--- config.mk ---
export PLATFORM = sky130hd
export DESIGN_NAME = bwrap_counter
export DESIGN_NICKNAME = d
export VERILOG_FILES = /design/src/rtl/bwc_pkg.sv /design/src/rtl/bwc_limit_regs.sv /design/src/rtl/bwc_next_sel.sv /design/src/rtl/bwc_count_reg.sv /design/src/rtl/bwrap_counter.sv
export SDC_FILE = /design/constraint.sdc
export NUM_CORES = 1
export LEC_CHECK = 0
export BUFFER_PORTS_ARGS = -buffer_cell sky130_fd_sc_hd__buf_2
export CORE_ASPECT_RATIO = 0.8
export CORE_MARGIN = 2
export CORE_UTILIZATION = 57
export CTS_BUF_LIST = sky130_fd_sc_hd__clkbuf_2 sky130_fd_sc_hd__clkbuf_4 sky130_fd_sc_hd__clkbuf_8
export DETAILED_ROUTE_END_ITERATION = 7
export PLACE_DENSITY_LB_ADDON = 0.25
export SKIP_CTS_REPAIR_TIMING = 1
export SLEW_MARGIN = 5
export SYNTH_ARGS = -nofsm -noshare
export SYNTH_HDL_FRONTEND = slang
export SYNTH_HIERARCHICAL = 1
export SYNTH_SLANG_ARGS = --single-unit
--- constraint.sdc ---
create_clock -name clk -period 4.3 [get_ports clk]
set_clock_uncertainty 0.2 [all_clocks]
set_input_delay 0.86 -clock clk [delete_from_list [all_inputs] [get_ports clk]]
set_output_delay 0.86 -clock clk [all_outputs]
set_load 0.05 [all_outputs]
--- src/rtl/bwc_pkg.sv ---
package bwc_pkg;

  typedef enum logic [2:0] {
    SEL_HOLD  = 3'd0,
    SEL_INC   = 3'd1,
    SEL_DEC   = 3'd2,
    SEL_LD_HI = 3'd3,
    SEL_LD_LO = 3'd4
  } bwc_sel_t;

  typedef enum logic {
    PH_UPPER = 1'b0,
    PH_LOWER = 1'b1
  } bwc_phase_t;

endpackage

--- src/rtl/bwc_limit_regs.sv ---
module bwc_limit_regs
  import bwc_pkg::*;
#(
  parameter int W = 8
) (
  input  logic         clk,
  input  logic         rst_n,
  input  logic         enable,
  input  logic         load,
  input  logic [W-1:0] lim_in,
  output logic [W-1:0] upper_q,
  output logic [W-1:0] lower_q,
  output bwc_phase_t   phase_q,
  output logic         wr_upper,
  output logic         wr_lower
);

  logic prog_cycle;

  assign prog_cycle = !enable && load;
  assign wr_upper   = prog_cycle && (phase_q == PH_UPPER);
  assign wr_lower   = prog_cycle && (phase_q == PH_LOWER);

  always_ff @(posedge clk) begin
    if (!rst_n) begin
      upper_q <= '1;
      lower_q <= '0;
      phase_q <= PH_UPPER;
    end else begin
      if (wr_upper) upper_q <= lim_in;
      if (wr_lower) lower_q <= lim_in;
      if (enable)          phase_q <= PH_UPPER;
      else if (prog_cycle) phase_q <= (phase_q == PH_UPPER) ? PH_LOWER : PH_UPPER;
    end
  end

endmodule

--- src/rtl/bwc_next_sel.sv ---
module bwc_next_sel
  import bwc_pkg::*;
(
  input  logic     enable,
  input  logic     run_q,
  input  logic     mode,
  input  logic     at_upper,
  input  logic     at_lower,
  output bwc_sel_t sel
);

  always_comb begin
    if (!enable)     sel = SEL_HOLD;
    else if (!run_q) sel = mode ? SEL_LD_LO : SEL_LD_HI;
    else if (mode)   sel = at_upper ? SEL_LD_LO : SEL_INC;
    else             sel = at_lower ? SEL_LD_HI : SEL_DEC;
  end

endmodule

--- src/rtl/bwc_count_reg.sv ---
module bwc_count_reg
  import bwc_pkg::*;
#(
  parameter int W = 8
) (
  input  logic         clk,
  input  logic         rst_n,
  input  logic         enable,
  input  bwc_sel_t     sel,
  input  logic [W-1:0] upper,
  input  logic [W-1:0] lower,
  output logic [W-1:0] count_q,
  output logic         run_q
);

  function automatic logic [W-1:0] step_by_one(input logic [W-1:0] v, input logic up);
    return up ? W'(v + 1'b1) : W'(v - 1'b1);
  endfunction

  logic [W-1:0] count_d;

  always_comb begin
    unique case (sel)
      SEL_INC:   count_d = step_by_one(count_q, 1'b1);
      SEL_DEC:   count_d = step_by_one(count_q, 1'b0);
      SEL_LD_HI: count_d = upper;
      SEL_LD_LO: count_d = lower;
      default:   count_d = count_q;
    endcase
  end

  always_ff @(posedge clk) begin
    if (!rst_n) begin
      count_q <= '0;
      run_q   <= 1'b0;
    end else begin
      count_q <= count_d;
      run_q   <= enable;
    end
  end

endmodule

--- src/rtl/bwrap_counter.sv ---
module bwrap_counter
  import bwc_pkg::*;
#(
  parameter int W = 8
) (
  input  logic         clk,
  input  logic         rst_n,
  input  logic         enable,
  input  logic         mode,
  input  logic         load,
  input  logic [W-1:0] lim_in,
  output logic [W-1:0] count,
  output logic [W-1:0] upper_lim,
  output logic [W-1:0] lower_lim
);

  bwc_phase_t phase_q;
  bwc_sel_t   sel;
  logic       run_q;
  logic       wr_upper;
  logic       wr_lower;
  logic       at_upper;
  logic       at_lower;

  assign at_upper = (count == upper_lim);
  assign at_lower = (count == lower_lim);

  bwc_limit_regs #(.W(W)) u_limits (
    .clk      (clk),
    .rst_n    (rst_n),
    .enable   (enable),
    .load     (load),
    .lim_in   (lim_in),
    .upper_q  (upper_lim),
    .lower_q  (lower_lim),
    .phase_q  (phase_q),
    .wr_upper (wr_upper),
    .wr_lower (wr_lower)
  );

  bwc_next_sel u_sel (
    .enable   (enable),
    .run_q    (run_q),
    .mode     (mode),
    .at_upper (at_upper),
    .at_lower (at_lower),
    .sel      (sel)
  );

  bwc_count_reg #(.W(W)) u_count (
    .clk     (clk),
    .rst_n   (rst_n),
    .enable  (enable),
    .sel     (sel),
    .upper   (upper_lim),
    .lower   (lower_lim),
    .count_q (count),
    .run_q   (run_q)
  );

endmodule

# After elaboration in Yosys (flattened, before gate mapping)

Index checks and enable logic that the tools add are counted.

Add/subtract/negate cells: 2
Eq/ne operators: 6
Mux-type cells: 8
Bitwise gates (word level): 2
Reductions and logical operators: 6

Operators by type and width:

| cell                                                 | count |
|---|---|
| one-hot mux 8 bit (4 select lines)                   | 1 |
| equality test 8 bit                                  | 2 |
| two-way mux 3 bit                                    | 5 |
| adder 8 x 1 -> 8 bit (second input constant)         | 1 |
| subtractor 8 x 1 -> 8 bit (second input constant)    | 1 |
| equality test 3 x 2 -> 1 bit (second input constant) | 2 |
| nonzero test 4 bit                                   | 1 |
| equality test 3 x 1 -> 1 bit (second input constant) | 1 |
| equality test 3 bit (second input constant)          | 1 |
| logical AND 1 bit                                    | 3 |
| two-way mux 1 bit                                    | 2 |
| inverter 1 bit                                       | 2 |
| OR reduction 2 bit                                   | 1 |
| logical NOT 1 bit                                    | 1 |

Bits in registers: 26
Bits of input ports: 13
Output and inout port bits: 24
Word-level logic and storage cells: 29

# Logic depth before layout (Yosys ltp)

Depth after elaboration: 7
Gate-level depth with buffers: 13
Depth with buffers taken out: 12

# Cells and area by module

Netlist, hierarchy kept.

By module, submodules not included:

| module         | instances | cells an instance | area each (um^2) | sequential area each (um^2) |
|---|---|---|---|---|
| bwc_count_reg  | 1         | 114               | 900.9            | 180.2 |
| bwc_limit_regs | 1         | 76                | 752.0            | 340.3 |
| bwrap_counter  | 1         | 22                | 172.7            | 0.0 |
| bwc_next_sel   | 1         | 6                 | 40.0             | 0.0 |

# Worst setup path after synthesis

Ideal clock, no wire load.

Path kind: reg-to-reg
Start point: register u_count.count_q[0]
End point: register u_count.count_q[7]
Library setup time: 0.122 ns
Data arrival time: 3.711 ns
Data required time: 3.978 ns
Path slack: 0.267 ns
Cell stages (with the launch flop): 13
Path buffers: 1
Clock period less this slack: 4.033 ns
Cell sequence: dfxtp_1 > xnor2_1 > nand4_1 > nor2_1 > nand2b_1 > nor2b_1 > buf_4 > nor3b_1 > ha_1 > a2111o_1 > o221a_2 > or2_2 > a311o_1

Word-level cells in the longest chain between the ends: 7
Elaborated cells on any way between the ends: 15
Those cells by class: add/sub: 2; eq/ne: 6; mux: 6; reduce/logical: 1

RTL lines:

| what                                                                            | RTL line            | text |
|---|---|---|
| start: declaration                                                              | bwc_count_reg.sv:12 | `output logic [W-1:0] count_q,` |
| start signal: assignment                                                        | bwc_count_reg.sv:37 | `count_q <= count_d;` |
| equality test 8 bit (*)                                                         | bwrap_counter.sv:25 | `assign at_upper = (count == upper_lim);` |
| named net at_upper                                                              | bwrap_counter.sv:22 | `logic at_upper;` |
| two-way mux 3 bit (*) (2 in series)                                             | bwc_next_sel.sv:15  | `else if (mode) sel = at_upper ? SEL_LD_LO : SEL_INC;` |
| two-way mux 3 bit (*)                                                           | bwc_next_sel.sv:14  | `else if (!run_q) sel = mode ? SEL_LD_LO : SEL_LD_HI;` |
| two-way mux 3 bit (*)                                                           | bwc_next_sel.sv:13  | `if (!enable) sel = SEL_HOLD;` |
| named net sel[2]                                                                | bwrap_counter.sv:18 | `bwc_sel_t sel;` |
| equality test 3 bit (tied with other cells)                                     | bwc_count_reg.sv:23 | `unique case (sel)` |
| one-hot mux 8 bit (4 select lines) / nonzero test 4 bit (equally long branches) | -                   |  |

The timed path passes the listed nets; every way through them passes the cells marked *.
A chain may end at the register's enable or synchronous reset.

# Final worst setup path

Start point: input enable
End point: register u_count.count_q[7]

Word-level cells in the longest chain between the ends: 3
Elaborated cells on any way between the ends: 7
Those cells by class: eq/ne: 4; mux: 2; reduce/logical: 1

RTL lines:

| what                                                                            | RTL line            | text |
|---|---|---|
| start: declaration                                                              | bwrap_counter.sv:8  | `input logic enable,` |
| two-way mux 3 bit (*)                                                           | bwc_next_sel.sv:13  |  |
| named net sel[1]                                                                | bwrap_counter.sv:18 |  |
| equality test 3 bit (tied with other cells)                                     | bwc_count_reg.sv:23 |  |
| one-hot mux 8 bit (4 select lines) / nonzero test 4 bit (equally long branches) | -                   |  |

Marks and branches as above.

==> metrics.txt <==
simple-gate share of the synthesized area 0.231; critical path endpoint category register; hpwl dp 3270 um; fin nets 269; core area 3110 um^2; R2R depth 13; setup slack at placement 0.579 ns; Fin. Hold Viols 0; most frequent cells in the layout 36 x buf_2, 26 x dfxtp_1, 23 x nand2_1; most common cell after layout, fill and taps aside buf_2; Post-synth EDFFs 0; CTS max path bufs 2; vias in the first global route 1472; min cycle time layout 3.44 ns; Seq/Total Area, Yosys 0.279; cells after synthesis 218; Clock Tree Root clkbuf_8; Final setup viols 0; Synth Area in Adders 0.0510; worst skew pair latency 0.27 ns; GRT overflow 0; port bufs 36; Synth Area in Compound Gates 0.228; antenna diode count 0; Synth Register Bits 26; post-synthesis mux area share 0.0483; crit start category primary input; average wire per standard cell 15.4 um; synthesized area per cell 8.56 um^2; Main synth FF type dfxtp_1; clock tree sinks 26; Antenna Nets Post-Route 0; maximum vdd drop 0.000247 V; fillcell total 278; die area 3750 um^2; total negative setup slack 0 ns; pin slew with the least headroom to its limit 0.599 ns; post-synthesis cell area 1870 um^2; row cnt 18; final instance area 2080 um^2; antenna violations before repair 0; worst rel slew slack 0.601; CP required 4.26 ns; Worst Hold Depth 2; Post-synth ARST share 0; Leak Pwr 0.882 nW; status complete, no violations; RSZ-0062 raised after global routing no; dpl cell area 2040 um^2; fmax 290 MHz; layout cells sized above 1 0.219; final wirelength 4430 um; final hold slack 0.314 ns; Pins Over Slew Limit 0; CTS tree done; 1st-pass router iterations 4; XOR/XNOR Fraction of Synth Area 0.0986; H-tree levels 1; post-synthesis cell type count 49; Setup Crit Path Kind in2reg; drt initial violations 87; Tcrit/Tclk final 0.801; Final WS setup 0.856 ns; Die Span Y 55.2 um; routed via count 1705; Final Util 0.669; clk slew on worst S/H paths 0.09 ns; Hold Crit Class reg2reg; first-pass GRT wire length 7360 um; crit-path max FO 17; synth warn 6; RD Place Congestion 0.889; die width 68.0 um; Power Density 332 nW/um^2; CTS Buf Count 3; syn_nets 238; largest family of logic cells by synthesized area simple AND/OR/NAND/NOR gates; pin count of the biggest net entering global routing 39; # IOs 37; DRC 0; DR vias/cell 5.94; Initial Util 0.600; Arr. time, crit path 3.41 ns; Total Routing Usage GR 0.264; P&R area growth vs syn 11.5%; max_cap viols 0
-- worst paths after layout --
kind	start	to	slack (ns)
worst max register to register	u_count/count_q[0]$_SDFFE_PN0P_	u_count/count_q[7]$_SDFFE_PN0P_	0.89
worst min register to register	u_limits/lower_q[3]$_SDFFE_PN0P_	u_limits/lower_q[3]$_SDFFE_PN0P_	0.31
worst max-delay path	enable	u_count/count_q[7]$_SDFFE_PN0P_	0.86
worst min-delay path	u_limits/lower_q[3]$_SDFFE_PN0P_	u_limits/lower_q[3]$_SDFFE_PN0P_	0.31
-- registers in the layout (all words and copies together), names as in the netlist --
signal / count
u_count/count_q: 8
u_limits/lower_q: 8
u_limits/upper_q: 8
u_count/run_q: 1
u_limits/phase_q: 1
-- report_power, final --
group	total (W)	internal [W]	leakage [nW]	switching, W
clock network	0.000135	0.0000627	0.0216	0.0000728
logic	0.000262	0.000101	0.647	0.000160
registers	0.000295	0.000260	0.214	0.0000346
total	0.000692	0.000424	0.882	0.000268
-- worst max-delay path, cell delays in order --
cell and delay (ns):
buf_2 0.21, nor2b_2 0.20, buf_4 0.20, nor3b_1 0.20, buf_4 0.20, ha_1 0.25
a211oi_1 0.29, nor2_1 0.13, o221a_2 0.27, or2_2 0.29, a311o_1 0.30
-- area by class of cell --
| class | instances | area, um^2 | share of cell area |
|---|---|---|---|
| clock buffer | 3 | 41.3 | 0.0198 |
| inverter | 9 | 33.8 | 0.0162 |
| sequential | 26 | 520 | 0.250 |
| tap | 40 | 50.0 | 0.0241 |
| multi-input combinational | 169 | 1220 | 0.589 |
| timing repair buffer | 40 | 210 | 0.101 |
-- stage by stage --
stage	power, W	std cells
2_1_floorplan	0.000502	218
3_3_place_gp	0.000556	284
3_5_place_dp	0.000558	284
4_1_cts	0.000693	287
5_1_grt	0.000736	287
6_report	0.000692	287
-- cells in the mapped netlist (3+ instances only) --
cell type / number / area (um^2)
a211oi_1: 4 / 30.0
a21oi_1: 13 / 65.1
buf_2: 5 / 25.0
buf_4: 3 / 22.5
clkbuf_1: 3 / 11.3
dfxtp_1: 26 / 521
ha_1: 6 / 75.1
inv_1: 9 / 33.8
mux2i_1: 9 / 90.1
nand2_1: 23 / 86.3
nand2b_1: 3 / 18.8
nand4_1: 4 / 25.0
nand4bb_1: 8 / 90.1
nor2_1: 11 / 41.3
nor3_1: 5 / 25.0
nor3b_1: 3 / 22.5
o211ai_1: 8 / 60.1
o21ai_0: 12 / 60.1
o221a_2: 4 / 45.0
xnor2_1: 20 / 175
-- cell families (layout without fill, tap and decap cells) --
group,count (synthesis),after routing
fa+ha+maj,7,7
mux,9,9
buf+inv,23,52
simple gates,72,72
xor+xnor,21,21
compound gates,60,60
flops,26,26
-- metal layers --
| layer | part of all wire | global-route usage | vias to the layer above |
|---|---|---|---|
| li1 | - | - | 860 |
| met2 | 0.41 | 0.409 | 59 |
| met1 | 0.52 | 0.387 | 782 |
| met5 | 0 | 0 | - |
| met4 | 0.0068 | 0.0367 | 0 |
| met3 | 0.060 | 0.0506 | 4 |
(Power assumes the default switching activity.)
